==> config.mk <==
export PLATFORM = sky130hd
export DESIGN_NAME = pwrctl_top
export DESIGN_NICKNAME = d
export VERILOG_FILES = /design/src/rtl/pwrctl_pkg.sv /design/src/rtl/pwrctl_ctl_reg.sv /design/src/rtl/pwrctl_flags.sv /design/src/rtl/pwrctl_vs_timer.sv /design/src/rtl/pwrctl_top.sv
export SDC_FILE = /design/constraint.sdc
export NUM_CORES = 1
export LEC_CHECK = 0
export BUFFER_PORTS_ARGS = -buffer_cell sky130_fd_sc_hd__buf_2
export CAP_MARGIN = 25
export CORE_MARGIN = 4
export CORE_UTILIZATION = 37
export CTS_CLUSTER_SIZE = 10
export DETAILED_ROUTE_END_ITERATION = 8
export PLACE_DENSITY = 0.76
export REMOVE_ABC_BUFFERS = 1
export SETUP_SLACK_MARGIN = 0.2
export SYNTH_ARGS = -nofsm -noshare
export SYNTH_HDL_FRONTEND = slang
export SYNTH_SLANG_ARGS = --single-unit
==> constraint.sdc <==
create_clock -name clk -period 1.7 [get_ports clk]
set_input_delay 0.17 -clock clk [delete_from_list [all_inputs] [get_ports clk]]
set_output_delay 0.17 -clock clk [all_outputs]
set_load 0.05 [all_outputs]
==> src/rtl/pwrctl_pkg.sv <==
package pwrctl_pkg;
  localparam int DW = 32;

  // register offsets (byte addresses)
  localparam int OFS_CTL  = 0;
  localparam int OFS_STAT = 4;

  // control word bit positions
  localparam int C_LPREG  = 0;
  localparam int C_STBY   = 1;
  localparam int C_CLRWU  = 2;
  localparam int C_CLRSB  = 3;
  localparam int C_MONEN  = 4;
  localparam int C_LVL    = 5;
  localparam int LVL_W    = 3;
  localparam int C_BKWE   = 8;
  localparam int C_FLPD   = 9;
  localparam int C_VS1    = 14;

  // status word bit positions
  localparam int S_WU     = 0;
  localparam int S_SB     = 1;
  localparam int S_MON    = 2;
  localparam int S_BRDY   = 3;
  localparam int S_PINEN  = 8;
  localparam int S_BREN   = 9;
  localparam int S_VSRDY  = 14;

  // bits of the control word that hold state
  localparam logic [DW-1:0] CTL_RW =
      (DW'(1) << C_LPREG) | (DW'(1) << C_STBY) | (DW'(1) << C_MONEN) |
      (DW'(7) << C_LVL)   | (DW'(1) << C_BKWE) | (DW'(1) << C_FLPD)  |
      (DW'(1) << C_VS1);
  localparam logic [DW-1:0] CTL_RST = DW'(1) << C_VS1;

  typedef struct packed {
    logic             vs1;
    logic             flpd;
    logic             bkwe;
    logic [LVL_W-1:0] lvl;
    logic             monen;
    logic             stby;
    logic             lpreg;
  } ctl_t;
endpackage

==> src/rtl/pwrctl_ctl_reg.sv <==
module pwrctl_ctl_reg
  import pwrctl_pkg::*;
(
  input  logic          clk,
  input  logic          rst_n,
  input  logic          ctl_wr,
  input  logic          stat_wr,
  input  logic [DW-1:0] wdata,
  input  logic [DW-1:0] wmask,
  input  logic          standby_wake,
  output ctl_t          ctl,
  output logic [DW-1:0] ctl_image,
  output logic          clr_wu,
  output logic          clr_sb,
  output logic          pin_en
);
  logic [DW-1:0] cr_q;
  logic          pin_en_q;
  logic [DW-1:0] wm_eff;

  assign wm_eff = wmask & CTL_RW;

  always_ff @(posedge clk or negedge rst_n) begin
    if (!rst_n) begin
      cr_q <= CTL_RST;
    end else if (standby_wake) begin
      cr_q <= CTL_RST;
    end else if (ctl_wr) begin
      cr_q <= (cr_q & ~wm_eff) | (wdata & wm_eff);
    end
  end

  // wakeup pin enable: core domain, kept across standby exit
  always_ff @(posedge clk or negedge rst_n) begin
    if (!rst_n) begin
      pin_en_q <= 1'b0;
    end else if (stat_wr && wmask[S_PINEN]) begin
      pin_en_q <= wdata[S_PINEN];
    end
  end

  assign clr_wu    = ctl_wr & wmask[C_CLRWU] & wdata[C_CLRWU];
  assign clr_sb    = ctl_wr & wmask[C_CLRSB] & wdata[C_CLRSB];
  assign pin_en    = pin_en_q;
  assign ctl_image = cr_q;

  assign ctl.vs1   = cr_q[C_VS1];
  assign ctl.flpd  = cr_q[C_FLPD];
  assign ctl.bkwe  = cr_q[C_BKWE];
  assign ctl.lvl   = cr_q[C_LVL +: LVL_W];
  assign ctl.monen = cr_q[C_MONEN];
  assign ctl.stby  = cr_q[C_STBY];
  assign ctl.lpreg = cr_q[C_LPREG];

  AST_MASK_KEEPS: assert property (@(posedge clk) disable iff (!rst_n)
    (ctl_wr && !standby_wake) |=> ((cr_q & ~$past(wmask)) == ($past(cr_q) & ~$past(wmask))));

  AST_STBY_CLEARS: assert property (@(posedge clk) disable iff (!rst_n)
    standby_wake |=> (cr_q == CTL_RST));
endmodule

==> src/rtl/pwrctl_flags.sv <==
module pwrctl_flags
  import pwrctl_pkg::*;
(
  input  logic          clk,
  input  logic          por_n,
  input  logic          core_rst_n,
  input  logic          bkp_rst_n,
  input  logic          wkup_pin,
  input  logic          pin_en,
  input  logic          rtc_wake,
  input  logic          standby_wake,
  input  logic          clr_wu,
  input  logic          clr_sb,
  input  logic          mon_en,
  input  logic          supply_low,
  input  logic          bre_wr,
  input  logic          bre_wdata,
  input  logic          bkreg_rdy,
  output logic          wu_flag,
  output logic          sb_flag,
  output logic          mon_flag,
  output logic          brdy_flag,
  output logic          bre
);
  logic pin_gated;
  logic pin_q;
  logic wake_evt;

  assign pin_gated = wkup_pin & pin_en;
  assign wake_evt  = (pin_gated & ~pin_q) | rtc_wake;

  // gated pin history; enabling while high looks like an edge
  always_ff @(posedge clk or negedge core_rst_n) begin
    if (!core_rst_n) pin_q <= 1'b0;
    else             pin_q <= pin_gated;
  end

  // sticky flags: power-on domain, set wins over clear
  always_ff @(posedge clk or negedge por_n) begin
    if (!por_n) begin
      wu_flag <= 1'b0;
      sb_flag <= 1'b0;
    end else begin
      if (wake_evt)          wu_flag <= 1'b1;
      else if (clr_wu)       wu_flag <= 1'b0;
      if (standby_wake)      sb_flag <= 1'b1;
      else if (clr_sb)       sb_flag <= 1'b0;
    end
  end

  // supply monitor output: core domain, stopped by standby
  always_ff @(posedge clk or negedge core_rst_n) begin
    if (!core_rst_n)       mon_flag <= 1'b0;
    else if (standby_wake) mon_flag <= 1'b0;
    else                   mon_flag <= mon_en & supply_low;
  end

  // backup regulator: backup domain only
  always_ff @(posedge clk or negedge bkp_rst_n) begin
    if (!bkp_rst_n) begin
      bre       <= 1'b0;
      brdy_flag <= 1'b0;
    end else begin
      if (bre_wr) bre <= bre_wdata;
      brdy_flag <= bre & bkreg_rdy;
    end
  end

  AST_WU_SETS: assert property (@(posedge clk) disable iff (!por_n)
    wake_evt |=> wu_flag);

  AST_SB_SETS: assert property (@(posedge clk) disable iff (!por_n)
    standby_wake |=> sb_flag);

  AST_MON_OFF: assert property (@(posedge clk) disable iff (!core_rst_n)
    !mon_en |=> !mon_flag);

  AST_BRDY_NEEDS_EN: assert property (@(posedge clk) disable iff (!bkp_rst_n)
    !bre |=> !brdy_flag);
endmodule

==> src/rtl/pwrctl_vs_timer.sv <==
module pwrctl_vs_timer #(
  parameter int SETTLE = 8
) (
  input  logic clk,
  input  logic rst_n,
  input  logic vs_in,
  output logic ready
);
  localparam int CW = $clog2(SETTLE + 1);

  logic          vs_q;
  logic [CW-1:0] cnt;

  always_ff @(posedge clk or negedge rst_n) begin
    if (!rst_n) begin
      vs_q <= 1'b1;
      cnt  <= '0;
    end else if (vs_in != vs_q) begin
      vs_q <= vs_in;
      cnt  <= CW'(SETTLE);
    end else if (cnt != '0) begin
      cnt  <= cnt - 1'b1;
    end
  end

  assign ready = (cnt == '0) && (vs_in == vs_q);

  AST_VS_DROP: assert property (@(posedge clk) disable iff (!rst_n)
    (vs_in != $past(vs_in)) |-> !ready);
endmodule

==> src/rtl/pwrctl_top.sv <==
module pwrctl_top
  import pwrctl_pkg::*;
#(
  parameter int ADDR_W    = 4,
  parameter int VS_SETTLE = 8
) (
  input  logic              clk,
  input  logic              bkp_rst_n,
  input  logic              por_n,
  input  logic              sys_rst_n,
  input  logic              bus_sel,
  input  logic              bus_we,
  input  logic [ADDR_W-1:0] bus_addr,
  input  logic [31:0]       bus_wdata,
  input  logic [31:0]       bus_wmask,
  output logic [31:0]       bus_rdata,
  input  logic              wkup_pin,
  input  logic              rtc_wake,
  input  logic              standby_wake,
  input  logic              supply_low,
  input  logic              bkreg_rdy,
  input  logic              bkdom_wr_req,
  output logic              bkdom_wr_ok,
  output logic              mon_en,
  output logic [2:0]        mon_level,
  output logic              flash_pd_stop,
  output logic              vscale1,
  output logic              sleep_standby,
  output logic              stop_lp_reg,
  output logic              bkreg_en
);
  logic          core_rst_n;
  logic          hit_ctl, hit_stat;
  logic          ctl_wr, stat_wr;
  ctl_t          ctl;
  logic [DW-1:0] ctl_image;
  logic [DW-1:0] stat_image;
  logic          clr_wu, clr_sb, pin_en;
  logic          wu_flag, sb_flag, mon_flag, brdy_flag, bre;
  logic          vs_ready;

  assign core_rst_n = por_n & sys_rst_n;

  assign hit_ctl  = (bus_addr == ADDR_W'(OFS_CTL));
  assign hit_stat = (bus_addr == ADDR_W'(OFS_STAT));
  assign ctl_wr   = bus_sel & bus_we & hit_ctl;
  assign stat_wr  = bus_sel & bus_we & hit_stat;

  pwrctl_ctl_reg u_ctl (
    .clk          (clk),
    .rst_n        (core_rst_n),
    .ctl_wr       (ctl_wr),
    .stat_wr      (stat_wr),
    .wdata        (bus_wdata),
    .wmask        (bus_wmask),
    .standby_wake (standby_wake),
    .ctl          (ctl),
    .ctl_image    (ctl_image),
    .clr_wu       (clr_wu),
    .clr_sb       (clr_sb),
    .pin_en       (pin_en)
  );

  pwrctl_flags u_flags (
    .clk          (clk),
    .por_n        (por_n),
    .core_rst_n   (core_rst_n),
    .bkp_rst_n    (bkp_rst_n),
    .wkup_pin     (wkup_pin),
    .pin_en       (pin_en),
    .rtc_wake     (rtc_wake),
    .standby_wake (standby_wake),
    .clr_wu       (clr_wu),
    .clr_sb       (clr_sb),
    .mon_en       (ctl.monen),
    .supply_low   (supply_low),
    .bre_wr       (stat_wr & bus_wmask[S_BREN]),
    .bre_wdata    (bus_wdata[S_BREN]),
    .bkreg_rdy    (bkreg_rdy),
    .wu_flag      (wu_flag),
    .sb_flag      (sb_flag),
    .mon_flag     (mon_flag),
    .brdy_flag    (brdy_flag),
    .bre          (bre)
  );

  pwrctl_vs_timer #(.SETTLE(VS_SETTLE)) u_vs (
    .clk   (clk),
    .rst_n (core_rst_n),
    .vs_in (ctl.vs1),
    .ready (vs_ready)
  );

  always_comb begin
    stat_image          = '0;
    stat_image[S_WU]    = wu_flag;
    stat_image[S_SB]    = sb_flag;
    stat_image[S_MON]   = mon_flag;
    stat_image[S_BRDY]  = brdy_flag;
    stat_image[S_PINEN] = pin_en;
    stat_image[S_BREN]  = bre;
    stat_image[S_VSRDY] = vs_ready;
  end

  always_comb begin
    if (hit_ctl)       bus_rdata = ctl_image;
    else if (hit_stat) bus_rdata = stat_image;
    else               bus_rdata = '0;
  end

  assign bkdom_wr_ok   = bkdom_wr_req & ctl.bkwe;
  assign mon_en        = ctl.monen;
  assign mon_level     = ctl.lvl;
  assign flash_pd_stop = ctl.flpd;
  assign vscale1       = ctl.vs1;
  assign sleep_standby = ctl.stby;
  assign stop_lp_reg   = ctl.lpreg;
  assign bkreg_en      = bre;

  AST_CLR_READ_ZERO: assert property (@(posedge clk) disable iff (!core_rst_n)
    (bus_sel && hit_ctl) |-> (bus_rdata[C_CLRSB:C_CLRWU] == 2'b00));

  AST_STRAY_ADDR_ZERO: assert property (@(posedge clk) disable iff (!core_rst_n)
    (!hit_ctl && !hit_stat) |-> (bus_rdata == '0));

  AST_GATE_NEEDS_REQ: assert property (@(posedge clk) disable iff (!core_rst_n)
    bkdom_wr_ok |-> bkdom_wr_req);
endmodule

Word-level counts from Yosys, hierarchy flattened. Cells that the tools add are included.

Register bits: 44. Logic and storage cells: 54. Output and inout bits: 42.

Reduce and logical (&&, ||, !) cells: 9. Bitwise operators: 20. Mux-type cells: 11. Eq/ne operators: 3. $add $sub $neg: 1.

Operator list (count): 32-bit 2-to-1 mux (3); 32-bit by 15-bit AND with 32-bit output (1); 32-bit AND (1); 15-bit inverter with 32-bit output (1); 32-bit OR (1); 15-bit 2-to-1 mux (1); 1-bit AND (14); 4-bit zero test (2); 4-bit 2-to-1 mux (2); 2-bit nonzero test (4); 1-bit 2-to-1 mux (5); 4-bit by 3-bit == test with 1-bit output (second input constant) (1); 4-bit nonzero test (1); 4-bit by 1-bit subtractor with 4-bit output (second input constant) (1); 1-bit logical AND (2); 1-bit == test (1); 1-bit inequality test (1); 1-bit inverter (1); 1-bit OR (1).

Logic depth before layout (Yosys ltp).
Word-level depth: 6. Depth in mapped cells: 5. Depth with buffers taken out: 5.

Modules after synthesis. From an unflattened synthesis, not the netlist that was laid out.

Cell total of the unflattened synthesis: 166. Area, all modules: 1639.1 um2.

Modules (own cells, without submodules): pwrctl_ctl_reg (cells an instance 76, instances 1, area each 805.8 um2, sequential area each 251.5 um2); pwrctl_top (cells an instance 52, instances 1, area each 379.1 um2, sequential area each 0.0 um2); pwrctl_vs_timer (cells an instance 22, instances 1, area each 241.5 um2, sequential area each 126.4 um2); pwrctl_flags (cells an instance 16, instances 1, area each 212.7 um2, sequential area each 150.1 um2).

Least setup slack after synthesis. Ideal clock, no wire load.

Kind: reg-to-output. Start point: register u_vs.cnt[0]. End point: output bus_rdata[14]. Data required time: 1.530 ns. Buffers on the path: 0. Arrival time: 2.132 ns. Setup slack: -0.602 ns. Stages on the path, launching flop included: 6. Cell sequence: dfrtp_1 > inv_1 > ha_1 > nor3b_2 > a21boi_0 > o21ai_0.

Cells in the longest elaborated chain, start to end: 4.

Ends and longest elaborated chain: from (decl) (RTL line pwrctl_vs_timer.sv:12) `logic [CW-1:0] cnt;`; from (signal assigned) (RTL line pwrctl_vs_timer.sv:20) `cnt <= CW'(SETTLE);`; from (signal assigned) (RTL line pwrctl_vs_timer.sv:22) `cnt <= cnt - 1'b1;`; 4-bit zero test (RTL line pwrctl_vs_timer.sv:26) `assign ready = (cnt == '0) && (vs_in == vs_q);`; 1-bit logical AND (RTL line pwrctl_vs_timer.sv:26); 15-bit 2-to-1 mux (RTL line pwrctl_top.sv:107) `else if (hit_stat) bus_rdata = stat_image;`; 32-bit 2-to-1 mux (RTL line pwrctl_top.sv:106) `if (hit_ctl) bus_rdata = ctl_image;`; to (decl) (RTL line pwrctl_top.sv:16) `output logic [31:0] bus_rdata,`.

Every way passes these cells.

Final worst setup path.
Start point: register u_vs.cnt[1]. End point: output bus_rdata[14].

The elaborated chain is that of the path after synthesis.

==> key figures <==
Job
  – Max Cap Viol: 0

Power and ir drop
  – Clock power frac: 21.1%
  – Max VDD drop: 0.428 mV
  – Pint: 0.000961 W
  – PD cells: 842 mW/mm²
  – Comb power frac: 36.9%
  – Sw Pwr: 0.000511 W
  – Tot Pwr: 0.00147 W
  – P_leak: 0.902 nW
  – Flop pwr share: 42.0%
  – Sw Share: 34.7%

Worst setup path
  – CP Capture Type: output port
  – R2r worst-path depth: 7
  – CP Launch Type: flop
  – Worst path arrival time: 1.49 ns
  – Slowest CP cell: dfrtp_1
  – Max stage delay on crit path: 0.40 ns
  – Crit Path Class: reg2out
  – Worst-path cell chain: inv_2 > ha_4 > nor3b_4 > a21boi_1 > o21ai_1 > buf_6
  – CP Max Fanout: 3
  – Critical path data required time: 1.53 ns

STA
  – Fin crit share: 97.8%
  – Clk_skew: 0.00228 ns
  – Fmax: 0.601 GHz
  – Fin. Hold Viols: 0
  – Final Max Tran Viols: 0
  – Setup violations, final: 0
  – Unrepaired setup endpoints after global routing: true
  – Final worst setup slack: 0.0373 ns
  – Setup tns final: 0 ns
  – Post-route minimum period: 1.66 ns

Routing
  – Drt total wl: 3.11 mm
  – TritonRoute pass-1 iters: 4
  – Post-DRT Antenna Nets: 0
  – Via Count: 1147
  – DR vias/cell: 4.55
  – DRT iter0 DRCs: 24
  – Per-cell routed wire length: 12.3 µm
  – Number of remaining DRC errors: 0

Synthesis
  – Mapped Cells: 142
  – Post-synth design cell area: 0.00135 mm²
  – Flops & latches, synth: 21
  – Top FF cell, synth: dfrtp_1
  – Avg Cell Area, Syn: 9.52 µm²
  – Synthesis Warnings: 0
  – Count of flip-flops with a built-in enable after synthesis: 0
  – Post-synth cell types: 35
  – Async set or reset register ratio after synthesis: 100%
  – Seq/Total Area, Yosys: 39.0%

Floorplanning
  – Die ar.: 0.00469 mm²
  – Row cnt: 21
  – Core area: 0.00344 mm²
  – Initial Utilization: 39.3%
  – Top Ports: 122
  – Die Y-Extent: 68.5 µm
  – Die width: 68.5 µm

Global route
  – Initial antenna violation count: 0
  – Vias in the first global route: 1044
  – First-pass GRT wire length: 4.72 mm
  – GRT Util Overall: 13.3%
  – Largest net degree at the start of global routing: 18
  – GRT overflow: 0

Placed design
  – Place WS: 0.0661 ns
  – HPWL Detailed: 2.43 mm
  – Final GP Congestion: 0.846
  – Placed cells: 243
  – Port bufs: 58

Layout
  – Post-layout util: 50.8%
  – Share of layout cells above drive strength 1: 44.7%
  – Nets: 288
  – Area Growth Syn to Fin: 29.3%
  – Fin cells: 252
  – Most common cell after layout, fill and taps aside: buf_2
  – # diodes: 0
  – Commonest non-fill, non-tap cells in the layout: buf_2, conb_1, dfrtp_1

Min path
  – Hold Path Depth: 3
  – Class of the worst hold path: in2reg

Clock network
  – Clk sinks: 21
  – Inserted Clock Buffers: 3
  – Clk root buf: clkbuf_8
  – Clk_lat worst skew: 0.25 ns
  – TritonCTS clock tree: built
  – CTS max path bufs: 2
  – Clock-pin slew on the worst setup and hold paths: 0.07 ns
  – H-Tree Depth: 1

Status
  – Status: complete, no violations
## area by class of cell
| cell class | instances | area, µm² |
|---|---|---|
| Inverter | 9 | 33.8 |
| Sequential cell | 21 | 528 |
| Timing Repair Buffer | 71 | 409 |
| Multi-Input combinational cell | 101 | 676 |
| Tap cell | 46 | 57.6 |
| Clock buffer | 4 | 45.0 |
| Fill cell | 352 | 1690 |
## cell families (layout without fill, tap and decap cells)
kind of cell	after synthesis	count (layout)	synth area share, %
other	1	21	0.277
muxes	11	11	8.42
and+or+nand+nor	50	50	22.9
DFF	21	21	39.0
AOI/OAI and AO/OA	16	16	8.51
adders and majority gates	1	1	0.925
xor gates and xnor gates	2	2	1.30
buffers and inverters	40	84	18.6
## path summary, 6_finish.rpt
| check | start | endpoint | slack [ns] |
|---|---|---|---|
| max reg2reg | u_vs.cnt[1]$_DFFE_PN0P_ | u_vs.cnt[0]$_DFFE_PN0P_ | 0.35 |
| min | supply_low | u_flags.mon_flag$_DFF_PN0_ | 0.12 |
| min in group asynchronous | por_n | u_flags.sb_flag$_DFFE_PN0P_ | 0.24 |
| max in group asynchronous | por_n | u_ctl.ctl_image[14]$_DFFE_PN1P_ | 0.87 |
| max | u_vs.cnt[1]$_DFFE_PN0P_ | bus_rdata[14] | 0.04 |
| min reg2reg | u_ctl.ctl_image[14]$_DFFE_PN1P_ | u_vs.vs_q$_DFFE_PN1N_ | 0.40 |
## worst max-delay path, delay by kind of cell (launching register included)
family | cells | cell delay [ns]
and+or+nand+nor | 1 | 0.20
buffers and inverters | 2 | 0.27
adders and majority gates | 1 | 0.14
AOI/OAI and AO/OA | 2 | 0.24
DFF | 1 | 0.40
## flip-flops by register name, indices dropped and copies added (netlist names)
name and flops:
u_flags.bre 1, u_flags.wu_flag 1, u_vs.cnt 4, u_vs.vs_q 1, u_ctl.ctl_image 9, u_flags.mon_flag 1, u_flags.pin_q 1, u_flags.brdy_flag 1
u_ctl.pin_en 1, u_flags.sb_flag 1
## per-layer routing
| metal | part of all wire, % | GRT usage, % | vias to the layer above | routed length, µm |
|---|---|---|---|---|
| li1 | - | - | 567 | - |
| met1 | 45 | 18.0 | 532 | 1390 |
| met2 | 47 | 21.8 | 46 | 1450 |
| met3 | 8.3 | 2.79 | 2 | 257 |
| met4 | 0.32 | 2.98 | 0 | 10 |
| met5 | 0 | 0 | - | 0 |
## Yosys cell counts (2+ instances only)
cell type,n,area (µm²)
buf_4,25,188
dfrtp_1,19,475
nand4_1,10,62.6
nor2_1,10,37.5
inv_1,9,33.8
mux2i_1,8,80.1
nand2b_1,6,37.5
a21oi_1,5,25.0
a31o_2,5,43.8
and2_1,5,31.3
clkbuf_1,5,18.8
nor3_1,5,25.0
mux2_2,3,33.8
nand3_2,3,30.0
and3_1,2,12.5
dfstp_2,2,52.6
nand2_1,2,7.51
## repair_timing
item	CTS	global route
endpoints found under the hold margin	19	0
pin swaps	3	0
gates resized for setup	13	1
hold buffers	3	0
setup endpoints to repair	4	7
buffers inserted	1	1
## per-stage QoR
step	cell area [µm²]	hold slack, ns
6_report	1750	0.120
4_1_cts	1740	0.115
2_1_floorplan	1210	-0.126
3_5_place_dp	1620	-0.0397
3_3_place_gp	1620	-0.0411
5_1_grt	1750	0.128
## power by group through the flow
stage,logic [W],clock network [W],registers [W]
after global placement,0.000450,0,0.000609
after detailed placement,0.000464,0,0.000609
after global routing,0.000588,0.000351,0.000621
final,0.000544,0.000310,0.000618
after floorplan,0.000320,0,0.000615
after CTS,0.000527,0.000325,0.000613
No activity file was read; power rests on OpenSTA's default activity.
